==> config.mk <==
export PLATFORM = sky130hd
export DESIGN_NAME = dring_engine
export DESIGN_NICKNAME = d
export VERILOG_FILES = /design/src/rtl/dring_pkg.sv /design/src/rtl/dring_tx.sv /design/src/rtl/dring_rx.sv /design/src/rtl/dring_events.sv /design/src/rtl/dring_engine.sv
export SDC_FILE = /design/constraint.sdc
export NUM_CORES = 1
export LEC_CHECK = 0
export BUFFER_PORTS_ARGS = -buffer_cell sky130_fd_sc_hd__buf_2
export CAP_MARGIN = 10
export CORE_ASPECT_RATIO = 0.6
export CORE_MARGIN = 5
export CORE_UTILIZATION = 54
export CTS_BUF_LIST = sky130_fd_sc_hd__clkbuf_16
export DETAILED_ROUTE_END_ITERATION = 7
export MAX_ROUTING_LAYER = met4
export PLACE_DENSITY = 0.84
export SLEW_MARGIN = 20
export SYNTH_ARGS = -nofsm -noshare
export SYNTH_HDL_FRONTEND = slang
export SYNTH_SLANG_ARGS = --single-unit
==> constraint.sdc <==
create_clock -name clk -period 4.6 [get_ports clk]
set_clock_uncertainty 0.2 [all_clocks]
set_input_delay 0.92 -clock clk [delete_from_list [all_inputs] [get_ports clk]]
set_output_delay 0.92 -clock clk [all_outputs]
set_load 0.05 [all_outputs]
==> src/rtl/dring_pkg.sv <==
package dring_pkg;
    localparam int WORD_W = 32;
    localparam int ST_W   = 16;
    localparam int LEN_W  = 16;
    localparam int ST_LSB = 16;

    // transmit status bits
    localparam int TXB_READY = 15;
    localparam int TXB_WRAP  = 13;
    localparam int TXB_INTR  = 12;
    localparam int TXB_LAST  = 11;
    localparam int TXB_CRC   = 10;

    // receive status bits
    localparam int RXB_EMPTY = 15;
    localparam int RXB_WRAP  = 13;
    localparam int RXB_TRUNC = 5;
    localparam int RXB_BAD   = 2;

    // event vector positions
    localparam int EV_TXF   = 0;
    localparam int EV_RXF   = 1;
    localparam int EV_BSY   = 2;
    localparam int EV_TSTOP = 3;
    localparam int EV_RSTOP = 4;
    localparam int EV_N     = 5;

    typedef enum logic [3:0] {
        TX_HALT, TX_FETCH, TX_FWAIT, TX_PTR, TX_PWAIT,
        TX_BYTE, TX_BWAIT, TX_WB, TX_STOP
    } tx_st_e;

    typedef enum logic [2:0] {
        RX_HALT, RX_FETCH, RX_FWAIT, RX_PTR, RX_PWAIT,
        RX_RECV, RX_WB, RX_STOP
    } rx_st_e;
endpackage

==> src/rtl/dring_tx.sv <==
module dring_tx import dring_pkg::*; #(
    parameter int AW = 8
) (
    input  logic              clk,
    input  logic              rst_n,
    input  logic [AW-1:0]     base,
    input  logic              clr_halt,
    input  logic              grace,
    output logic              mem_en,
    output logic              mem_we,
    output logic [AW-1:0]     mem_addr,
    output logic [WORD_W-1:0] mem_wdata,
    input  logic [WORD_W-1:0] mem_rdata,
    output logic              tx_valid,
    output logic [7:0]        tx_data,
    output logic              tx_last,
    output logic              tx_crc,
    output logic              ev_done,
    output logic              ev_stop
);
    typedef struct packed {
        tx_st_e           st;
        logic [AW-1:0]    off;
        logic [ST_W-1:0]  stat;
        logic [LEN_W-1:0] len;
        logic [AW-1:0]    ptr;
        logic [LEN_W-1:0] cnt;
    } tx_s_t;

    tx_s_t         q, d;
    logic [AW-1:0] desc_a;
    logic          fin;
    logic [ST_W-1:0] rd_st;

    assign desc_a  = base + q.off;
    assign fin     = (q.cnt == q.len - 1'b1);
    assign rd_st   = mem_rdata[ST_LSB +: ST_W];
    assign tx_data = mem_rdata[7:0];

    always_comb begin
        d         = q;
        mem_en    = 1'b0;
        mem_we    = 1'b0;
        mem_addr  = '0;
        mem_wdata = '0;
        tx_valid  = 1'b0;
        tx_last   = 1'b0;
        tx_crc    = 1'b0;
        ev_done   = 1'b0;
        ev_stop   = 1'b0;
        case (q.st)
            TX_HALT: begin
                if (grace) begin
                    d.st    = TX_STOP;
                    ev_stop = 1'b1;
                end else if (clr_halt) begin
                    d.st = TX_FETCH;
                end
            end
            TX_FETCH: begin
                mem_en   = 1'b1;
                mem_addr = desc_a;
                d.st     = TX_FWAIT;
            end
            TX_FWAIT: begin
                d.stat = rd_st;
                d.len  = mem_rdata[LEN_W-1:0];
                d.st   = rd_st[TXB_READY] ? TX_PTR : TX_HALT;
            end
            TX_PTR: begin
                mem_en   = 1'b1;
                mem_addr = desc_a + AW'(1);
                d.st     = TX_PWAIT;
            end
            TX_PWAIT: begin
                d.ptr = mem_rdata[AW-1:0];
                d.cnt = '0;
                d.st  = (q.len == '0) ? TX_WB : TX_BYTE;
            end
            TX_BYTE: begin
                mem_en   = 1'b1;
                mem_addr = q.ptr + q.cnt[AW-1:0];
                d.st     = TX_BWAIT;
            end
            TX_BWAIT: begin
                tx_valid = 1'b1;
                tx_last  = fin & q.stat[TXB_LAST];
                tx_crc   = fin & q.stat[TXB_CRC];
                d.cnt    = q.cnt + 1'b1;
                d.st     = fin ? TX_WB : TX_BYTE;
            end
            TX_WB: begin
                mem_en    = 1'b1;
                mem_we    = 1'b1;
                mem_addr  = desc_a;
                mem_wdata = {q.stat & ~(ST_W'(1) << TXB_READY), q.len};
                ev_done   = q.stat[TXB_INTR];
                d.off     = q.stat[TXB_WRAP] ? '0 : q.off + AW'(2);
                if (grace && q.stat[TXB_LAST]) begin
                    d.st    = TX_STOP;
                    ev_stop = 1'b1;
                end else begin
                    d.st = TX_FETCH;
                end
            end
            TX_STOP: begin
                if (!grace) d.st = TX_HALT;
            end
            default: d.st = TX_HALT;
        endcase
    end

    always_ff @(posedge clk or negedge rst_n) begin
        if (!rst_n) q <= '0;
        else        q <= d;
    end
endmodule

==> src/rtl/dring_rx.sv <==
module dring_rx import dring_pkg::*; #(
    parameter int AW = 8
) (
    input  logic              clk,
    input  logic              rst_n,
    input  logic [AW-1:0]     base,
    input  logic [LEN_W-1:0]  max_len,
    input  logic              clr_halt,
    input  logic              grace,
    output logic              mem_en,
    output logic              mem_we,
    output logic [AW-1:0]     mem_addr,
    output logic [WORD_W-1:0] mem_wdata,
    input  logic [WORD_W-1:0] mem_rdata,
    input  logic              rx_valid,
    input  logic [7:0]        rx_data,
    input  logic              rx_last,
    input  logic              rx_err,
    output logic              rx_ready,
    output logic              ev_done,
    output logic              ev_busy,
    output logic              ev_stop
);
    typedef struct packed {
        rx_st_e           st;
        logic [AW-1:0]    off;
        logic [ST_W-1:0]  stat;
        logic [AW-1:0]    ptr;
        logic [LEN_W-1:0] cnt;
        logic             trunc;
        logic             bad;
        logic             started;
    } rx_s_t;

    rx_s_t           q, d;
    logic [AW-1:0]   desc_a;
    logic [ST_W-1:0] rd_st;
    logic [ST_W-1:0] wb_st;

    assign desc_a = base + q.off;
    assign rd_st  = mem_rdata[ST_LSB +: ST_W];

    always_comb begin
        wb_st            = q.stat;
        wb_st[RXB_EMPTY] = 1'b0;
        wb_st[RXB_TRUNC] = q.trunc;
        wb_st[RXB_BAD]   = q.bad;
    end

    always_comb begin
        d         = q;
        mem_en    = 1'b0;
        mem_we    = 1'b0;
        mem_addr  = '0;
        mem_wdata = '0;
        rx_ready  = 1'b0;
        ev_done   = 1'b0;
        ev_busy   = 1'b0;
        ev_stop   = 1'b0;
        case (q.st)
            RX_HALT: begin
                if (grace) begin
                    d.st    = RX_STOP;
                    ev_stop = 1'b1;
                end else if (clr_halt) begin
                    d.st = RX_FETCH;
                end
            end
            RX_FETCH: begin
                mem_en   = 1'b1;
                mem_addr = desc_a;
                d.st     = RX_FWAIT;
            end
            RX_FWAIT: begin
                d.stat = rd_st;
                if (rd_st[RXB_EMPTY]) begin
                    d.st = RX_PTR;
                end else begin
                    d.st    = RX_HALT;
                    ev_busy = 1'b1;
                end
            end
            RX_PTR: begin
                mem_en   = 1'b1;
                mem_addr = desc_a + AW'(1);
                d.st     = RX_PWAIT;
            end
            RX_PWAIT: begin
                d.ptr     = mem_rdata[AW-1:0];
                d.cnt     = '0;
                d.trunc   = 1'b0;
                d.bad     = 1'b0;
                d.started = 1'b0;
                d.st      = RX_RECV;
            end
            RX_RECV: begin
                rx_ready = 1'b1;
                if (rx_valid) begin
                    d.started = 1'b1;
                    d.bad     = q.bad | rx_err;
                    if (q.cnt < max_len) begin
                        mem_en    = 1'b1;
                        mem_we    = 1'b1;
                        mem_addr  = q.ptr + q.cnt[AW-1:0];
                        mem_wdata = {{(WORD_W-8){1'b0}}, rx_data};
                        d.cnt     = q.cnt + 1'b1;
                    end else begin
                        d.trunc = 1'b1;
                    end
                    if (rx_last) d.st = RX_WB;
                end else if (grace && !q.started) begin
                    d.st    = RX_STOP;
                    ev_stop = 1'b1;
                end
            end
            RX_WB: begin
                mem_en    = 1'b1;
                mem_we    = 1'b1;
                mem_addr  = desc_a;
                mem_wdata = {wb_st, q.cnt};
                ev_done   = 1'b1;
                d.off     = q.stat[RXB_WRAP] ? '0 : q.off + AW'(2);
                if (grace) begin
                    d.st    = RX_STOP;
                    ev_stop = 1'b1;
                end else begin
                    d.st = RX_FETCH;
                end
            end
            RX_STOP: begin
                if (!grace) d.st = RX_HALT;
            end
            default: d.st = RX_HALT;
        endcase
    end

    always_ff @(posedge clk or negedge rst_n) begin
        if (!rst_n) q <= '0;
        else        q <= d;
    end
endmodule

==> src/rtl/dring_events.sv <==
module dring_events #(
    parameter int N = 5
) (
    input  logic         clk,
    input  logic         rst_n,
    input  logic [N-1:0] set,
    input  logic [N-1:0] clr,
    input  logic [N-1:0] en,
    output logic [N-1:0] pending,
    output logic         irq
);
    typedef struct packed {
        logic [N-1:0] ev;
    } ev_s_t;

    ev_s_t q, d;

    always_comb begin
        d.ev = (q.ev & ~clr) | set;
    end

    always_ff @(posedge clk or negedge rst_n) begin
        if (!rst_n) q <= '0;
        else        q <= d;
    end

    assign pending = q.ev;
    assign irq     = |(q.ev & en);
endmodule

==> src/rtl/dring_engine.sv <==
module dring_engine import dring_pkg::*; #(
    parameter int AW = 8
) (
    input  logic              clk,
    input  logic              rst_n,
    input  logic [AW-1:0]     tx_base,
    input  logic [AW-1:0]     rx_base,
    input  logic [LEN_W-1:0]  rx_max_len,
    input  logic              tx_clr_halt,
    input  logic              rx_clr_halt,
    input  logic              tx_stop,
    input  logic              rx_stop,
    input  logic [EV_N-1:0]   ev_clr,
    input  logic [EV_N-1:0]   ev_en,
    output logic [EV_N-1:0]   events,
    output logic              irq,
    output logic              txm_en,
    output logic              txm_we,
    output logic [AW-1:0]     txm_addr,
    output logic [WORD_W-1:0] txm_wdata,
    input  logic [WORD_W-1:0] txm_rdata,
    output logic              tx_valid,
    output logic [7:0]        tx_data,
    output logic              tx_last,
    output logic              tx_crc,
    output logic              rxm_en,
    output logic              rxm_we,
    output logic [AW-1:0]     rxm_addr,
    output logic [WORD_W-1:0] rxm_wdata,
    input  logic [WORD_W-1:0] rxm_rdata,
    input  logic              rx_valid,
    input  logic [7:0]        rx_data,
    input  logic              rx_last,
    input  logic              rx_err,
    output logic              rx_ready
);
    logic tx_done, tx_stopped, rx_done, rx_busy, rx_stopped;
    logic [EV_N-1:0] ev_set;

    dring_tx #(.AW(AW)) u_tx (
        .clk(clk), .rst_n(rst_n), .base(tx_base), .clr_halt(tx_clr_halt),
        .grace(tx_stop), .mem_en(txm_en), .mem_we(txm_we), .mem_addr(txm_addr),
        .mem_wdata(txm_wdata), .mem_rdata(txm_rdata), .tx_valid(tx_valid),
        .tx_data(tx_data), .tx_last(tx_last), .tx_crc(tx_crc),
        .ev_done(tx_done), .ev_stop(tx_stopped)
    );

    dring_rx #(.AW(AW)) u_rx (
        .clk(clk), .rst_n(rst_n), .base(rx_base), .max_len(rx_max_len),
        .clr_halt(rx_clr_halt), .grace(rx_stop), .mem_en(rxm_en), .mem_we(rxm_we),
        .mem_addr(rxm_addr), .mem_wdata(rxm_wdata), .mem_rdata(rxm_rdata),
        .rx_valid(rx_valid), .rx_data(rx_data), .rx_last(rx_last), .rx_err(rx_err),
        .rx_ready(rx_ready), .ev_done(rx_done), .ev_busy(rx_busy), .ev_stop(rx_stopped)
    );

    always_comb begin
        ev_set           = '0;
        ev_set[EV_TXF]   = tx_done;
        ev_set[EV_RXF]   = rx_done;
        ev_set[EV_BSY]   = rx_busy;
        ev_set[EV_TSTOP] = tx_stopped;
        ev_set[EV_RSTOP] = rx_stopped;
    end

    dring_events #(.N(EV_N)) u_ev (
        .clk(clk), .rst_n(rst_n), .set(ev_set), .clr(ev_clr), .en(ev_en),
        .pending(events), .irq(irq)
    );
endmodule

== Word level (Yosys, flattened, before mapping) ==
Index checks and enable logic that the tools add are counted.
Word-level totals
  register bits: 125
  logic and storage cells: 131
Cells by class
  add/sub/neg operators: 11
  $lt $le $gt $ge: 1
  eq/ne operators: 25
  multiplexer cells: 53
  bitwise operators: 7
  reduce and logical (&&, ||, !) cells: 19
Operators with widths (number)
  case mux 32 bit (2 select lines): 1
  case mux 8 bit (3 select lines): 2
  2-to-1 mux 8 bit: 5
  case mux 19 bit (2 select lines): 1
  case mux 4 bit (9 select lines): 1
  adder 16 x 1 -> 16 bit, second input constant: 2
  adder 8 bit: 4
  2-to-1 mux 32 bit: 1
  case mux 16 bit (2 select lines): 1
  2-to-1 mux 31 bit: 1
  case mux 3 bit (8 select lines): 1
  2-to-1 mux 3 bit: 7
  2-to-1 mux 19 bit: 1
  2-to-1 mux 1 bit: 18
  adder 8 x 1 -> 8 bit, second input constant: 2
  adder 8 x 2 -> 8 bit, second input constant: 2
  == test 16 bit: 1
  == test 4 x 3 -> 1 bit, second input constant: 4
  zero test 16 bit: 1
  less-than comparator 16 bit: 1
  2-to-1 mux 16 bit: 1
  2-to-1 mux 4 bit: 4
  subtractor 16 x 1 -> 16 bit, second input constant: 1
  == test 3 bit, second input constant: 4
  other kinds (28): 49

== Depth between registers and ports, before layout ==
  depth in word-level cells: 6
  gate-level depth with buffers: 10
  mapped depth without buffers: 8

== Modules after synthesis ==
Synthesis repeated with hierarchy kept, for this count alone.
Unflattened totals
  cells, all modules: 969
  area, all modules: 8677.1 µm²
By module, submodules not included
  dring_tx: instances 1, cells each 519, area each 4742.0 µm²
  dring_rx: instances 1, cells each 432, area each 3732.3 µm²
  dring_events: instances 1, cells each 18, area each 202.7 µm²

== Worst setup path after synthesis ==
No wires, ideal clock.
  kind: input to output
  start: input rx_base[2]
  end: output rxm_addr[5]
  arrival time: 3310 ps
  required time: 3480 ps
  path slack: 170 ps
  stages on the path: 7
  buffers on the path: 0
  path through: ha_1 a21oi_1 or3b_1 a21oi_1 o21ai_0 xor2_1 o21ai_0
Between the ends
  longest elaborated chain between the ends: 3
RTL lines
  start: declaration: RTL line dring_engine.sv:7  | input logic [AW-1:0] rx_base,
  adder 8 bit *: RTL line dring_rx.sv:40  | assign desc_a = base + q.off;
  adder 8 x 1 -> 8 bit: RTL line dring_rx.sv:85  | mem_addr = desc_a + AW'(1);
  case mux 8 bit (3 select lines) *: RTL line dring_rx.sv:60  | case (q.st)
  end: declaration: RTL line dring_engine.sv:28  | output logic [AW-1:0] rxm_addr,
Every way passes the cells marked *; elsewhere a longest branch is shown, timed or not.

== Worst setup path after layout ==
  start: input tx_base[1]
  end: output txm_addr[7]
Between the ends
  longest elaborated chain between the ends: 3
RTL lines
  start: declaration: RTL line dring_engine.sv:6  | input logic [AW-1:0] tx_base,
  adder 8 bit *: RTL line dring_tx.sv:35  | assign desc_a = base + q.off;
  adder 8 x 1 -> 8 bit: RTL line dring_tx.sv:72  | mem_addr = desc_a + AW'(1);
  case mux 8 bit (3 select lines) *: RTL line dring_tx.sv:51  | case (q.st)
  end: declaration: RTL line dring_engine.sv:19  | output logic [AW-1:0] txm_addr,
Marks and branches as above.

==> qor.yml <==
timing:
  setup_violations: 0
  slew_headroom_pct: 37.3
  fmax_ghz: 0.227
  rsz0062_at_grt: "no"
  slew_violations: 0
  tightest_slew_ns: 0.940
  min_period_ns: 4.41
  hold_viol: 0
  finalSetupTns_ns: 0
  finalCritPeriodShare_pct: 95.8
clock_tree:
  clockRootBuffer: "clkbuf_16"
  cts_sinks: 121
  cts_buffers: 17
  htree_levels: 4
  clk_pin_slew_ns: 0.06
  cts_tree: "yes"
  cts_resized: 0
  clock_latency_ns: 0.40
  cts_hold_repair.buffers: 0
  post_cts_buffers: 0
  clock_path_buffers: 2
power:
  p_int_w: 0.00344
  swShare_pct: 44.8
  power_per_cell_area_nw_per_um2: 597
  clockPowerShare_pct: 24.2
  power_switching_w: 0.00279
  leakage_nw: 5.26
  power_frac_comb_pct: 46.0
  peakVddDrop_mv: 0.450
  seq_power_share_pct: 29.8
global_route:
  grt-ovfl-total: 0
  grt_max_degree: 80
  grt_usage_pct: 26.9
  grt_pass1_vias: 7563
  grt_pass1_wl_um: 38900
  grt_antenna_before_repair: 0
final_layout:
  multi_input_area_um2: 5120
  postLayoutCoreUtil_pct: 67.6
  n_antenna_cell: 0
  final_cells: 1368
  areaGrowthSynthToFinish_pct: 22.4
  fin_nets: 1327
  num-fill-cells: 1249
  layout-drive-gt1-share_pct: 27.4
  final-seq-area_um2: 3030
setup_path:
  path_class: "in2out"
  reg2reg_slack_ns: 1.73
  start_kind: "primary input"
  path_common_cell: "buf_2"
  cp-end-kind: "output port"
  cp_slowest_cell: "fa_1"
  worstPathRequired_ns: 3.48
  cp_max_fo: 3
  reg2reg_depth: 4
  cp.arrival_ns: 3.29
  r2r-start: "u_tx.q[66]$_DFFE_PN0P_"
  critPathMaxStageDelay_ns: 0.49
  path_cells: "buf_2 -> inv_1 -> fa_1 -> nand2b_4 -> a2111oi_2 -> a311oi_1 -> nor4bb_1 -> xnor2_1 -> a211o_1 -> buf_2"
  worstReg2RegEnd: "u_tx.q[21]$_DFFE_PN0P_"
place:
  dpl.cell_count: 1336
  dpl.hpwl_um: 18500
  gp_congestion: 0.914
  portBuffers: 212
route:
  drt_iter0_drc: 880
  dr.pass1.iters: 5
  ant_nets: 0
  totalWireLength_um: 24100
  vias: 8057
  viasPerCell: 5.89
  wl_per_cell_um: 17.6
  drc: 0
logic_synthesis:
  synthArstFlopShare_pct: 100
  synth-seq-cells: 121
  synth_ff_type: "dfrtp_1"
  mappedNetlistArea_um2: 8510
  ys_types: 74
  synth-warning-count: 0
  synthCells: 955
  synth_edf_count: 0
  ys_seq_area_share_pct: 35.6
  syn_avg_cell_area_um2: 8.92
worst_hold_path:
  whs_endpoint: "u_tx.q[54]$_DFFE_PN0N_"
  min_from: "u_tx.q[54]$_DFFE_PN0N_"
  hold_class: "reg2reg"
  min_delay_path_depth: 1
job:
  drv_cap: 0
outcome:
  status: "finished clean"
die:
  num_rows: 35
  start_util_pct: 55.2
  die_w_um: 172
  die-area_um2: 18500
  coreArea_um2: 15400
  io_pins: 225
  die_h_um: 107
[per-layer routing]
| metal | GRT usage (%) | wire (um) | vias up |
|---|---|---|---|
| li1 | - | - | 3812 |
| met1 | 41.9 | 11500 | 3845 |
| met2 | 36.6 | 10000 | 385 |
| met3 | 5.39 | 2450 | 15 |
| met4 | 4.32 | 178 | 0 |
| met5 | - | 0 | - |
[synth_stat cells, types with 12 or more instances]
library cell	number	area share [%]
o21ai_0	53	3.1
ha_1	48	7.1
nand2b_1	12	0.88
and2_1	26	1.9
dfrtp_1	121	36
inv_1	47	2.1
nand3_1	31	1.8
nand2_1	96	4.2
mux2_2	46	6.1
xor2_1	32	3.3
nor2_1	70	3.1
a21oi_1	47	2.8
nor3_1	30	1.8
nand4_1	13	0.96
xnor2_1	32	3.3
clkbuf_1	30	1.3
and3_1	37	2.7
[sequential cells by signal, summed over array words and instances (netlist names)]
name / cells
u_rx.q: 50
u_ev.pending: 5
u_tx.q: 66
[cells in the final DEF, fill, tap and decap left out, types with 5 or more instances in the layout]
cell       count
buf_4         11
o211ai_1       5
ha_1          48
a21oi_1       47
nand2b_1      11
and2_1        26
a211oi_1       6
nor2_1        70
xnor2_1       32
o21a_1         8
nand3b_1       6
clkbuf_16     17
nor3_1        27
dfrtp_1      121
nand4_1       13
xor2_1        32
a221o_1        5
buf_2        211
nand2_1       96
and3_1        37
o21bai_1       5
mux2_2        46
o21ai_0       53
bufinv_16      5
mux2i_1        7
o31ai_1        9
or4_1          6
o21ai_1        6
a22oi_1        5
a21o_1         7
o221ai_1       5
clkinv_4       5
a22o_1         7
inv_1         47
nand3_1       31
or3_1          9
[power by group through the flow]
stage	combinational (W)	sequential [W]	clock (W)
after floorplan	0.00219	0.00171	0
after global placement	0.00275	0.00184	0
after detailed placement	0.00281	0.00186	0
after CTS	0.00284	0.00184	0.00153
after global routing	0.00311	0.00190	0.00158
final	0.00287	0.00186	0.00150
[how the worst max path moves through the flow]
stage / to / slack [ns] / cells after the start / startpoint
global placement: txm_addr[7] / 0.19 / 10 / tx_base[1]
floorplan: rxm_addr[5] / 0.17 / 7 / rx_base[2]
global route: txm_addr[7] / 0.04 / 10 / tx_base[1]
detailed placement: txm_addr[7] / 0.08 / 10 / tx_base[1]
CTS: txm_addr[7] / 0.05 / 10 / tx_base[1]
finish: txm_addr[7] / 0.19 / 10 / tx_base[1]
[logic make-up (layout without fill, tap and decap cells)]
kind of cell               after synthesis  count (layout)  synth area share, %
and+or+nand+nor                        365             365                 22.0
AOI/OAI and AO/OA                      197             197                 15.3
DFF                                    121             121                 35.6
buffers and inverters                   96             304                 4.78
xor gates and xnor gates                65              65                 6.85
muxes                                   57              57                 7.44
adders and majority gates               52              52                 7.99
other                                    2               4               0.0882
[worst max-delay path, delay by kind of cell]
family | cells | cell delay (ns)
fa+ha+maj | 1 | 0.49
compound gates | 3 | 0.77
xor+xnor | 1 | 0.12
buf+inv | 3 | 0.40
simple gates | 2 | 0.59
[through the flow]
stage	instance area, um2	total power, W	worst slack [ns]	hold slack, ns
after global routing	10400	0.00659	0.0372	0.312
after floorplan	8520	0.00390	0.170	0.250
after CTS	10400	0.00620	0.0511	0.285
after global placement	9740	0.00458	0.191	0.259
final	10400	0.00623	0.195	0.282
after detailed placement	9740	0.00466	0.0755	0.270
[final cells by class]
| class | instances | area share, % |
|---|---|---|
| clock buffers | 17 | 4.08 |
| clock inverters | 15 | 2.29 |
| inverters | 48 | 1.73 |
| multi-input cells | 740 | 49.2 |
| flip-flops and latches | 121 | 29.1 |
| well taps | 203 | 2.44 |
| repair buffers | 224 | 11.2 |
No activity file was read; power rests on OpenSTA's default activity.
